[src/rtl/hib_seq.sv]
module hib_seq #(
  parameter int AW = 8,
  parameter int DW = 32,
  parameter int FW = 16,
  parameter int RW = 12,
  parameter int GRAN = 5,
  parameter logic [AW-1:0] A_HIB = 8'h20,
  parameter logic [AW-1:0] A_FLT = 8'h24,
  parameter logic [AW-1:0] A_RST = 8'h28,
  parameter logic [FW-1:0] FLT_DEF = 16'h07A0,
  parameter logic [RW-1:0] RST_DEF = 12'h0CC0
) (
  input  logic          clk,
  input  logic          rst_n,
  input  logic          bus_we,
  input  logic [AW-1:0] bus_addr,
  input  logic [DW-1:0] bus_wdata,
  output logic [DW-1:0] bus_rdata,
  input  logic          wake_n,
  output logic          pwr_en,
  output logic          sys_rst_n
);
  localparam int FK = FW - GRAN;
  localparam int RK = RW - GRAN;

  typedef enum logic [1:0] {S_RUN, S_HIB, S_WRST} st_t;

  st_t st;
  logic [1:0] wsync;
  logic [FK-1:0] flt_q;
  logic [RK-1:0] rst_q;
  logic [FW-1:0] cnt;
  logic [RW-1:0] rcnt;

  wire [FW-1:0] flt_val = {flt_q, {GRAN{1'b0}}};
  wire [RW-1:0] rst_val = {rst_q, {GRAN{1'b0}}};
  wire wk = ~wsync[1];
  wire flt_hit = ({1'b0, cnt} + 1'b1) >= {1'b0, flt_val};
  wire rst_hit = ({1'b0, rcnt} + 1'b1) >= {1'b0, rst_val};
  wire hib_cmd = bus_we && (bus_addr == A_HIB) && (bus_wdata == DW'(1));

  always_ff @(posedge clk or negedge rst_n)
    if (!rst_n) wsync <= 2'b11;
    else        wsync <= {wsync[0], wake_n};

  always_ff @(posedge clk or negedge rst_n)
    if (!rst_n) begin
      flt_q <= FLT_DEF[FW-1:GRAN];
      rst_q <= RST_DEF[RW-1:GRAN];
    end else if (bus_we) begin
      if (bus_addr == A_FLT) flt_q <= bus_wdata[FW-1:GRAN];
      if (bus_addr == A_RST) rst_q <= bus_wdata[RW-1:GRAN];
    end

  always_ff @(posedge clk or negedge rst_n)
    if (!rst_n) begin
      st   <= S_RUN;
      cnt  <= '0;
      rcnt <= '0;
    end else begin
      case (st)
        S_RUN: begin
          cnt <= '0;
          if (hib_cmd) st <= S_HIB;
        end
        S_HIB: begin
          if (!wk) cnt <= '0;
          else if (flt_hit) begin
            st   <= S_WRST;
            rcnt <= '0;
          end else cnt <= cnt + 1'b1;
        end
        S_WRST: begin
          if (rst_hit) st <= S_RUN;
          else rcnt <= rcnt + 1'b1;
        end
        default: st <= S_RUN;
      endcase
    end

  assign pwr_en    = (st != S_HIB);
  assign sys_rst_n = (st == S_RUN);

  always_comb begin
    bus_rdata = '0;
    case (bus_addr)
      A_HIB:   bus_rdata[0] = (st == S_HIB);
      A_FLT:   bus_rdata[FW-1:0] = flt_val;
      A_RST:   bus_rdata[RW-1:0] = rst_val;
      default: bus_rdata = '0;
    endcase
  end
endmodule


[config.mk]
export PLATFORM = sky130hd
export DESIGN_NAME = hib_seq
export DESIGN_NICKNAME = d
export VERILOG_FILES = /design/src/rtl/hib_seq.sv
export SDC_FILE = /design/constraint.sdc
export NUM_CORES = 1
export LEC_CHECK = 0
export ABC_AREA = 1
export BUFFER_PORTS_ARGS = -buffer_cell sky130_fd_sc_hd__buf_4
export CAP_MARGIN = 20
export CORE_UTILIZATION = 55
export DETAILED_ROUTE_END_ITERATION = 7
export PLACE_DENSITY = 0.93
export SYNTH_ARGS = -nofsm -noshare
export SYNTH_HDL_FRONTEND = slang
export SYNTH_SLANG_ARGS = --single-unit
[constraint.sdc]
create_clock -name clk -period 3 [get_ports clk]
set_clock_uncertainty 0.2 [all_clocks]
set_input_delay 0.75 -clock clk [delete_from_list [all_inputs] [get_ports clk]]
set_output_delay 0.75 -clock clk [all_outputs]
set_load 0.005 [all_outputs]
After elaboration in Yosys (flattened, before gate mapping)
Cells that the tools add are included.
Widths: inputs -> output; s select.
- input port bits: 44
- register bits after elaboration: 50
- output and inout port bits: 34
- logic and storage cells: 50
- $lt $le $gt $ge: 2
- reduce and logical (&&, ||, !) cells: 10
- mux-type cells: 15
- eq/ne operators: 13
- add/subtract/negate cells: 4
- operators by type and width (cell ; count):
    $mux 12 ; 3
    $eq 32x1->1 const B ; 1
    $mux 16 ; 2
    $pmux 16 s2 ; 1
    $eq 8x6->1 const B ; 3
    $pmux 12 s2 ; 1
    $pmux 11 s2 ; 1
    $add 16x1->17 const B ; 1
    $ge 17x16->1 ; 1
    $add 16x1->16 const B ; 1
    $add 12x1->13 const B ; 1
    $ge 13x12->1 ; 1
    $add 12x1->12 const B ; 1
    $mux 2 ; 4
    $ne 2x2->1 const B ; 4
    $reduce_and 4->1 ; 2
    $pmux 2 s3 ; 1
    $reduce_and 2->1 ; 3
    $mux 4 ; 1
    $ne 2x1->1 const B ; 2
    $reduce_bool 2->1 ; 2
    $ne 3x3->1 const B ; 1
    $eq 2x1->1 const B ; 1
    $eq 2x2->1 const B ; 1
    other kinds (3) ; 4

Logic depth before layout (Yosys ltp)
Gate-level depths: netlist of the first run.
- word-level depth: 5
- mapped depth: 22
- mapped depth without buffers: 21

Worst setup path before layout of the first run
OpenSTA, ideal clock, no wires.
- path type: reg2reg
- start point: reg cnt[2]
- end point: reg rcnt[2]
- buffers on the path: 1
- library setup time: 0.117 ns
- stages on the path, launching flop included: 18
- clock period less this slack: 2.761 ns
- arrival: 2.444 ns
- setup slack: 0.239 ns
- data required time: 2.683 ns
- cells stage by stage: dfrtp_1 > nand4_1 > nor2_2 > nand3_1 > or2_2 > nand2_1 > inv_1 > ha_1 > nand2_1 > nor2_1 > nand4_1 > nor2_1 > nor2_2 > a21oi_4 > nand2_2 > buf_6 > nand2_1 > nand2_1
- longest elaborated chain between the ends: 4
- RTL lines (what ; RTL line ; RTL):
    start, declared ; 32 ; logic [FW-1:0] cnt;
    start signal, assigned ; 71 ; end else cnt <= cnt + 1'b1;
    $add 16x1->17 ; 38 ; wire flt_hit = ({1'b0, cnt} + 1'b1) >= {1'b0, flt_val};
    $ge 17x16->1 ; 38 ;
    $ne 2x2->1 (no source line) ; n/a ;
    $reduce_and 4->1 (no source line) ; n/a ;
    end signal, assigned ; 75 ; else rcnt <= rcnt + 1'b1;
    end, declared ; 33 ; logic [RW-1:0] rcnt;
Every way passes these cells.
A chain may end at the register's enable or synchronous reset.

Worst setup path after layout of the first run
- start point: reg cnt[1]
- end point: reg cnt[10]
- longest elaborated chain between the ends: 4
- elaborated cells between the ends (all ways): 8
- those cells by class: add/sub (2); order compare (1); eq/ne (1); mux (3); reduce/logical (1)
- RTL lines (what ; RTL line):
    $add 16x1->17 / $add 16x1->16 (equally long branches) ; 38, 71
    $ge 17x16->1 / $mux 16 (equally long branches) ; 38, 68
    $ne 3x3->1 (no source line) / $mux 16 (equally long branches) ; n/a
    $reduce_and 2->1 (no source line) / $pmux 16 s2 (equally long branches) ; n/a
Parallel ways exist; a longest one is shown, timed or not. The select of a mux whose other input is x is not followed.

==> metrics.yaml, run 1 <==
first_global_vias: 3636
max_cap_viol_count: 0
powerDensity_mw_per_mm2: 292
cts.clk_slew.worst_paths_ns: 0.10
hpwl_mm: 6.71
yosysTopAreaCellShare_pct: 27.0
hold-worst-slack_ns: 0.161
drtPass1Iterations: 5
critPathKind: "reg2reg"
fillers: 432
yosysMostFrequentCell: "nand2_1"
grt_first_pass_wirelength_mm: 16.0
ctsHtreeMaxLevel: 2
yosys.area_share.simple_pct: 34.7
relSlewSlack_pct: 57.5
clkLatencyLatePin_ns: 0.32
yosys.area.top_type: "dfrtp_1"
fmax_ghz: 0.315
overflow: 0
via_per_inst: 5.74
synth_top_family_by_area: "simple AND/OR/NAND/NOR gates"
rows: 29
final_area_mm2: 0.00467
drive_gt1_share_pct: 27.4
synthTopCellsByArea: "dfrtp_1, nand2_1, dfstp_2, inv_1, nor2_1"
worst_slack_ns: -0.179
ios: 78
cts-root-buf: "clkbuf_8"
crit_required_ns: 3.01
n_antenna_cell: 0
cts_buffer_depth: 2
synthCells: 532
numCtsBuffers: 5
grt_max_degree: 51
syn_avg_cell_area_um2: 6.78
post-route-drc-count: 0
yosys_warnings: 0
rsz0062_at_grt: "yes"
vias: 3975
wirelength_mm: 11.7
grtUsageTotal_pct: 28.7
fp.dieH_um: 83
synth_adder_area_share_pct: 6.93
cp_max_fo: 9
synth-main-ff-cell: "dfrtp_1"
start_kind: "flop"
async_reset_ff_share_pct: 100
ir_drop_uv: 268
ys_top_cells_by_count: "nand2_1, inv_1, nor2_1"
portBuffers: 57
leakage_nw: 2.50
place.gp.congestion: 0.905
finalNonFillerCells: 693
syn-cell-area_mm2: 0.00361
synth_compound_area_share_pct: 6.66
antenna_found_initial: 0
synth_cell_type_count: 32
hold_viol: 0
status: "finished with violations"
hp-class: "reg2reg"
post-route-period-util_pct: 106
syn_to_final_growth_pct: 29.3
tritoncts: "yes"
place_area_mm2: 0.00409
tns_ns: -3.66
place_worst_setup_slack_ns: -0.0418
synth_edf_count: 0
cp-end-kind: "flop"
seq_area_frac_synth_pct: 35.1
drtIter0Drc: 468
finalNetCount: 679
wl_per_cell_um: 16.8
drtAntennaViolNets: 0
ys_ff_latch: 50
period_minus_slack_ns: 3.18
synth-xor-area-share_pct: 2.43
start_util_pct: 56.8
die_area_mm2: 0.00689
setup_viol: 30
place_inst: 667
cp.arrival_ns: 3.19
worst_slew_pin_slew_ns: 0.638
clock-sinks: 50
cts-hold-fix-buffers: 0
fp.dieW_um: 83
synthMuxAreaShare_pct: 0
slew_violations: 0
core_mm2: 0.00635
violations: "setup timing"
## power breakdown
group	total (mW)	switching, mW	internal, mW
clock	0.502	0.254	0.248
combinational	0.153	0.0878	0.0655
sequential	0.710	0.00669	0.703
total	1.36	0.348	1.02
## what timing repair did
item                                   CTS  global route
gates resized for setup                  6            65
setup endpoints to repair               30            30
setup buffers                            3            12
endpoints found under the hold margin    0             0
pin swaps                                3            25
cloned                                   2             1
## per-stage QoR
stage          util, %  power, mW
5_1_grt           73.5       1.41
6_report          73.5       1.36
4_1_cts           67.4       1.34
2_1_floorplan        -      0.793
3_5_place_dp      64.4      0.855
3_3_place_gp      64.4      0.846
## critical path, stage by stage (launching register included)
cell     delay, ns
dfrtp_1       0.43
ha_4          0.17
nand4_1       0.13
inv_2         0.14
nand2_2       0.07
nor2_4        0.10
nand2_2       0.07
xor2_2        0.21
inv_2         0.08
ha_4          0.29
buf_4         0.11
a21oi_2       0.04
nor2_1        0.11
nor2_1        0.07
nand2_1       0.10
nand2_2       0.09
a21oi_4       0.21
buf_12        0.17
nand2_8       0.10
nand2_1       0.10
nand2_1       0.08
## per-layer routing
metal / global-route usage [%] / share of wire (%) / routed length, um
met5: 0 / 0 / 0
met3: 5.47 / 8.7 / 1020
met2: 50.5 / 50 / 5850
met1: 33.7 / 34 / 4010
met4: 13.2 / 6.7 / 784
## cell usage in the layout, fill, tap and decap left out, drive strengths merged, types with 2 or more instances in the layout
cell type    n
nand2      173
buf         85
nor2        80
inv         76
dfrtp       39
nand3       28
o21ai       21
conb        20
ha          20
nand4       12
dfstp       11
nor3         8
xor2         8
o22ai        7
a21oi        7
clkbuf       6
a21o         3
xnor2        2
nor3b        2
clkinvlp     2
## state kept, by name, summed over array words and instances, names as in the netlist
name	count
st	2
wsync	2
rst_q	7
cnt	16
flt_q	11
rcnt	12
## final cells by class
class	count	area, um2	share of cell area [%]
clock buffers	5	68.8	1.47
clock inverters	3	45.0	0.965
inverters	76	285	6.11
multi-input cells	396	2200	47.2
flip-flops and latches	50	1270	27.1
well taps	77	96.3	2.06
repair buffers	86	704	15.1
## final timing paths
check | start | to | slack, ns | cells after the start
min reg2reg | wsync[0]$_DFF_PN1_ | wsync[1]$_DFF_PN1_ | 0.16 | 0
min | wsync[0]$_DFF_PN1_ | wsync[1]$_DFF_PN1_ | 0.16 | 0
max reg2reg | cnt[1]$_DFFE_PN0P_ | cnt[10]$_DFFE_PN0P_ | -0.18 | 20
max in group asynchronous | rst_n | cnt[10]$_DFFE_PN0P_ | 1.91 | 1
min in group asynchronous | rst_n | cnt[12]$_DFFE_PN0P_ | 0.25 | 1
max | cnt[1]$_DFFE_PN0P_ | cnt[10]$_DFFE_PN0P_ | -0.18 | 20
## cell families (layout without fill, tap and decap cells)
family	Yosys count	in the layout
DFF	50	50
adders and majority gates	20	20
and+or+nand+nor	303	305
other	1	20
AOI/OAI and AO/OA	41	41
xor gates and xnor gates	10	10
buffers and inverters	107	170
Power figures use the tool's default switching activity.
==> run 2: changes to the inputs <==
==> constraint.sdc (replaced) <==
create_clock -name clk -period 3 [get_ports clk]
set_clock_uncertainty 0.2 [all_clocks]
set_input_delay 0.45 -clock clk [delete_from_list [all_inputs] [get_ports clk]]
set_output_delay 0.45 -clock clk [all_outputs]
set_load 0.005 [all_outputs]
==> metrics.yaml, run 2 (synthesis results as in run 1) <==
layout_commonest_cell: "nand2_1"  # unchanged
place_area_mm2: 0.00405  # was 0.00409 mm2
cp_max_fo: 9  # unchanged
start_util_pct: 56.8  # unchanged
seqPwrFrac_pct: 55.4  # was 52.0%
cpPeakStageDelay_ns: 0.42  # was 0.43 ns
portBuffers: 57  # unchanged
rows: 29  # unchanged
numCtsBuffers: 5  # unchanged
drtPass1Iterations: 5  # unchanged
design_power_total_mw: 1.28  # was 1.36 mW
grt_max_degree: 51  # unchanged
crit_required_ns: 3.01  # about the same
ir_drop_uv: 213  # was 268 uV
die_area_mm2: 0.00689  # unchanged
crit_chain: "ha_4 -> nand4_1 -> inv_2 -> nand2_2 -> nor2_4 -> nand2_2 -> xor2_2 -> inv_2 -> ha_4 -> nand2_4 -> nor2_4 -> nand4_1 -> nor2_1 -> nor2_2 -> a21oi_4 -> buf_6 -> nand2_8 -> nand2_1 -> nand2_1"  # was ha_4 -> nand4_1 -> inv_2 -> nand2_2 -> nor2_4 -> nand2_2 -> xor2_2 -> inv_2 -> ha_4 -> buf_4 -> a21oi_2 -> nor2_1 -> nor2_1 -> nand2_1 -> nand2_2 -> a21oi_4 -> buf_12 -> nand2_8 -> nand2_1 -> nand2_1
max_cap_viol_count: 0  # unchanged
power.share.switching_pct: 25.6  # was 25.5%
drtAntennaViolNets: 0  # unchanged
drtIter0Drc: 288  # was 468
leakage_nw: 2.48  # was 2.50 nW
worst_slew_pin_slew_ns: 0.632  # was 0.638 ns
ios: 78  # unchanged
post-route-period-util_pct: 100  # was 106%
hpwl_mm: 6.70  # was 6.71 mm
drive_gt1_share_pct: 27.8  # was 27.4%
hold_end: "wsync[0]$_DFF_PN1_"  # was wsync[1]$_DFF_PN1_
r2r_cells: 19  # was 20
syn_to_final_growth_pct: 27.7  # was 29.3%
n_antenna_cell: 0  # unchanged
hp-class: "in2reg"  # was reg2reg
clock-sinks: 50  # unchanged
ctsHtreeMaxLevel: 2  # unchanged
place.gp.congestion: 0.953  # was 0.905
overflow: 0  # unchanged
regMostFlops: "cnt"  # unchanged
cts_buffer_depth: 2  # unchanged
reg2reg_to: "cnt[0]$_DFFE_PN0P_"  # was cnt[10]$_DFFE_PN0P_
hold_viol: 0  # unchanged
cts.clk_slew.worst_paths_ns: 0.08  # was 0.10 ns
place_inst: 662  # was 667
finalNonFillerCells: 688  # was 693
fp.dieW_um: 83  # unchanged
grtUsageTotal_pct: 27.7  # was 28.7%
cts-root-buf: "clkbuf_8"  # unchanged
clock_power_share_pct: 33.0  # was 36.8%
intPower_uw: 952  # was 1.02 mW
status: "finished with violations"  # unchanged
fmax_ghz: 0.333  # was 0.315 GHz
vias: 3896  # was 3975
antenna_found_initial: 0  # unchanged
core_mm2: 0.00635  # unchanged
cp.arrival_ns: 3.02  # was 3.19 ns
wl_per_cell_um: 15.6  # was 16.8 um
setup_viol: 1  # was 30
largest_reg_flops: 16  # unchanged
hp-start: "wake_n"  # was wsync[0]$_DFF_PN1_
powerDensity_mw_per_mm2: 278  # was 292 mW/mm2
relSlewSlack_pct: 57.9  # was 57.5%
rsz0062_at_grt: "yes"  # unchanged
r2r_start: "cnt[0]$_DFFE_PN0P_"  # was cnt[1]$_DFFE_PN0P_
final_area_mm2: 0.00461  # was 0.00467 mm2
cp-end-kind: "flop"  # unchanged
post-route-drc-count: 0  # unchanged
grt_first_pass_wirelength_mm: 15.6  # was 16.0 mm
via_per_inst: 5.66  # was 5.74
clkLatencyLatePin_ns: 0.32  # about the same
violations: "setup timing"  # unchanged
reg_top3: "cnt x16, rcnt x12, flt_q x11"  # unchanged
finalNetCount: 674  # was 679
cp_slowest_cell: "dfrtp_1"  # unchanged
period_minus_slack_ns: 3.01  # was 3.18 ns
worst_slack_ns: -0.00747  # was -0.179 ns
p_sw_uw: 328  # was 348 uW
wirelength_mm: 10.7  # was 11.7 mm
start_kind: "flop"  # unchanged
hold-worst-slack_ns: 0.0372  # was 0.161 ns
reg2reg_slack_ns: -0.007  # was -0.18 ns
final_cell_mix: "nand2_1, buf_4, inv_1, nor2_1, dfrtp_1"  # unchanged
p_comb_share_pct: 11.6  # was 11.2%
tritoncts: "yes"  # unchanged
hold_path_depth: 1  # was 0
critPathKind: "reg2reg"  # unchanged
slew_violations: 0  # unchanged
first_global_vias: 3522  # was 3636
fp.dieH_um: 83  # unchanged
==> run 2: cell types whose count changed in the layout (fill, tap and decap cells not counted), sizes merged <==
cell | before | now
clkinvlp | 2 | 1
buf | 85 | 79
bufinv | 1 | 0
dlygate4sd3 | 0 | 1
clkbuf | 6 | 7
clkinv | 0 | 1
==> run 2: worst max path at each step <==
stage | startpoint | end | slack [ns] | cells past startpoint
6_report | cnt[0]$_DFFE_PN0P_ | cnt[0]$_DFFE_PN0P_ | -0.007 | 19
2_1_floorplan | cnt[2]$_DFFE_PN0P_ | rcnt[2]$_DFFE_PN0P_ | 0.24 | 17
4_1_cts | cnt[1]$_DFFE_PN0P_ | cnt[0]$_DFFE_PN0P_ | 0.0006 | 19
3_3_place_gp | cnt[5]$_DFFE_PN0P_ | rcnt[4]$_DFFE_PN0P_ | 0.13 | 16
3_5_place_dp | cnt[0]$_DFFE_PN0P_ | rcnt[8]$_DFFE_PN0P_ | -0.05 | 18
5_1_grt | cnt[0]$_DFFE_PN0P_ | cnt[0]$_DFFE_PN0P_ | -0.23 | 17
==> run 2: through the flow <==
step                utilization, %  setup TNS, ns  setup slack, ns
floorplan                        -              0            0.239
global route                  72.6          -5.46           -0.225
CTS                           66.2              0         0.000574
finish                        72.6       -0.00747         -0.00747
detailed placement            63.8         -0.400          -0.0465
global placement              63.8              0            0.128
==> run 2: area by class of cell <==
class	instances	area (um2)
clock buffer	6	82.6
clock inverter	2	12.5
fill	448	1740
inverter	76	285
tap	77	96.3
sequential	50	1270
timing repair buffer	81	659
multi-input combinational	396	2200
==> run 2: critical path, delay by kind of cell, from the launching register on <==
family / cells / cell delay (ns)
AND/OR/NAND/NOR: 12 / 1.13
AO/OA/AOI/OAI: 1 / 0.15
XOR/XNOR: 1 / 0.17
flip-flops: 1 / 0.42
adder cells (fa/ha/maj): 2 / 0.46
buffers and inverters: 3 / 0.35
==> run 2: metal layers <==
layer	part of all wire (%)	global-route usage, %	vias up
li1	-	-	1765
met1	36	32.9	1824
met2	51	48.5	224
met3	6.2	4.67	83
met4	6.5	13.0	0
met5	0	0	-
==> run 2: power by group through the flow <==
stage                     Clock, mW  Sequential (mW)  Combinational (mW)
after CTS                     0.424            0.709               0.134
after detailed placement          0            0.722               0.132
after global routing          0.455            0.711               0.164
after floorplan                   0            0.720              0.0731
after global placement            0            0.721               0.125
final                         0.422            0.709               0.148
==> run 2: timing repair <==
action / CTS / global route
cloned: 1 / 2
pin swaps: 2 / 31
hold buffers: 1 / 0
resized for setup: 4 / 76
endpoints found under the hold margin: 39 / 0
setup buffers: 3 / 11
setup endpoints to repair: 12 / 30
==> run 3: changes to the inputs <==
- CELL_PAD_IN_SITES_DETAIL_PLACEMENT: default -> 0
- CELL_PAD_IN_SITES_GLOBAL_PLACEMENT: default -> 1
- CORE_UTILIZATION: 55 -> 39
==> metrics.yaml, run 3 (synthesis results as in run 1) <==
wirelength_mm: 9.09  # was 10.7 mm
worst_slew_pin_slew_ns: 0.640  # was 0.632 ns
cp_max_fo: 6  # was 9
place_worst_setup_slack_ns: -0.0351  # was -0.0465 ns
r2r_cells: 19  # unchanged
rows: 34  # was 29
hold_viol: 0  # unchanged
reg_top3: "cnt x16, rcnt x12, flt_q x11"  # unchanged
ios: 78  # unchanged
final_cell_mix: "nand2_1, inv_1, buf_4"  # was nand2_1, buf_4, inv_1, nor2_1, dfrtp_1
clock-sinks: 50  # unchanged
overflow: 0  # unchanged
via_per_inst: 4.76  # was 5.66
drtAntennaViolNets: 0  # unchanged
finalNetCount: 672  # was 674
rsz0062_at_grt: "yes"  # unchanged
status: "finished with violations"  # unchanged
cts_buffer_depth: 2  # unchanged
setup_viol: 0  # was 1
drtIter0Drc: 134  # was 288
slew_violations: 0  # unchanged
clkLatencyLatePin_ns: 0.33  # was 0.32 ns
grt_max_degree: 51  # unchanged
hold_path_depth: 1  # unchanged
multiInputGateArea_mm2: 0.00212  # was 0.00220 mm2
start_util_pct: 40.8  # was 56.8%
grt_first_pass_wirelength_mm: 15.2  # was 15.6 mm
drtPass1Iterations: 6  # was 5
numCtsBuffers: 5  # unchanged
final_area_mm2: 0.00458  # was 0.00461 mm2
place_area_mm2: 0.00411  # was 0.00405 mm2
cp_slowest_cell: "dfrtp_1"  # unchanged
post-route-drc-count: 5  # was 0
crit_chain: "ha_4 -> nand4_1 -> inv_2 -> nand2_1 -> nor2_1 -> nand2_1 -> xor2_1 -> inv_1 -> ha_4 -> nand2_4 -> nor2_4 -> nand4_1 -> nor2_1 -> nor2_2 -> a21oi_4 -> buf_12 -> clkbuf_16 -> nand3_2 -> nand2_1"  # was ha_4 -> nand4_1 -> inv_2 -> nand2_2 -> nor2_4 -> nand2_2 -> xor2_2 -> inv_2 -> ha_4 -> nand2_4 -> nor2_4 -> nand4_1 -> nor2_1 -> nor2_2 -> a21oi_4 -> buf_6 -> nand2_8 -> nand2_1 -> nand2_1
n_antenna_cell: 0  # unchanged
tritoncts: "yes"  # unchanged
hpwl_mm: 6.49  # was 6.70 mm
vias: 3414  # was 3896
fp.dieH_um: 98.2  # was 83 um
crit_required_ns: 3.06  # was 3.01 ns
antenna_found_initial: 0  # unchanged
powerDensity_mw_per_mm2: 295  # was 278 mW/mm2
post-route-period-util_pct: 97.3  # was 100%
cp-end-kind: "flop"  # unchanged
leakage_nw: 2.49  # was 2.48 nW
die_area_mm2: 0.00964  # was 0.00689 mm2
cts-root-buf: "clkbuf_8"  # unchanged
hp-class: "in2reg"  # unchanged
crit_top_cell: "nand2_1"
cts.clk_slew.worst_paths_ns: 0.09  # was 0.08 ns
core_mm2: 0.00885  # was 0.00635 mm2
worst_slack_ns: 0.0818  # was -0.00747 ns
design_power_total_mw: 1.35  # was 1.28 mW
seq_area_mm2: 0.00127  # about the same
fillers: 883  # was 448
ctsHtreeMaxLevel: 2  # unchanged
wl_per_cell_um: 12.7  # was 15.6 um
cp.arrival_ns: 2.98  # was 3.02 ns
layout_commonest_cell: "nand2_1"  # unchanged
relSlewSlack_pct: 57.3  # was 57.9%
period_minus_slack_ns: 2.92  # was 3.01 ns
regMostFlops: "cnt"  # unchanged
cpPeakStageDelay_ns: 0.42  # about the same
syn_to_final_growth_pct: 26.8  # was 27.7%
critPathKind: "reg2reg"  # unchanged
drive_gt1_share_pct: 24.1  # was 27.8%
max_cap_viol_count: 0  # unchanged
fp.dieW_um: 98.2  # was 83 um
largest_reg_flops: 16  # unchanged
first_global_vias: 3349  # was 3522
ir_drop_uv: 154  # was 213 uV
fmax_ghz: 0.343  # was 0.333 GHz
grtUsageTotal_pct: 19.6  # was 27.7%
place.gp.congestion: 0.838  # was 0.953
start_kind: "flop"  # unchanged
violations: "DRC"  # was setup timing
tns_ns: 0  # was -0.00747 ns
portBuffers: 57  # unchanged
hold-worst-slack_ns: 0.0339  # was 0.0372 ns
==> run 3: final cells by class <==
| class | count | share of cell area (%) |
|---|---|---|
| timing repair buffer | 79 | 14.3 |
| clock buffer | 5 | 1.50 |
| multi-input combinational | 396 | 46.4 |
| tap | 108 | 2.95 |
| inverter | 76 | 6.23 |
| clock inverter | 3 | 0.957 |
| sequential | 50 | 27.7 |
==> run 3: path summary, 6_finish.rpt <==
check,slack [ns],start,end
max,0.08,cnt[0]$_DFFE_PN0P_,rcnt[2]$_DFFE_PN0P_
min,0.03,wake_n,wsync[0]$_DFF_PN1_
max reg2reg,0.08,cnt[0]$_DFFE_PN0P_,rcnt[2]$_DFFE_PN0P_
min reg2reg,0.16,wsync[0]$_DFF_PN1_,wsync[1]$_DFF_PN1_
max in group asynchronous,1.64,rst_n,cnt[1]$_DFFE_PN0P_
min in group asynchronous,0.47,rst_n,cnt[10]$_DFFE_PN0P_
==> run 3: where the power goes <==
group	total [mW]	switching [mW]	internal, mW
registers	0.709	0.00592	0.703
logic	0.137	0.0764	0.0607
clock network	0.504	0.254	0.250
total	1.35	0.336	1.01
==> run 3: routing by layer <==
metal | vias to the layer above | routed length [um] | GRT usage, %
met5 | - | 0 | 0
met4 | 0 | 168 | 5.86
met3 | 16 | 313 | 3.01
met2 | 67 | 4430 | 33.3
met1 | 1559 | 4180 | 25.7
li1 | 1772 | - | -
==> run 3: what timing repair did <==
action,in CTS,in global routing
endpoints found under the hold margin,39,0
cloned,1,2
pin swaps,2,12
hold buffers,1,0
setup buffers,3,7
gates resized for setup,6,47
setup endpoints to repair,14,30
==> run 3: metrics by stage <==
stage | cells | util, %
global placement | 695 | 46.4
finish | 717 | 51.7
detailed placement | 695 | 46.4
floorplan | 551 | -
global route | 717 | 51.7
CTS | 708 | 48.5
==> run 3: worst max-delay path: cells and delay by family (launching register included) <==
kind	cells	cell delay [ns]
AO/OA/AOI/OAI	1	0.16
XOR/XNOR	1	0.18
adder cells (fa/ha/maj)	2	0.45
buffers and inverters	4	0.54
flip-flops	1	0.42
AND/OR/NAND/NOR	11	0.91
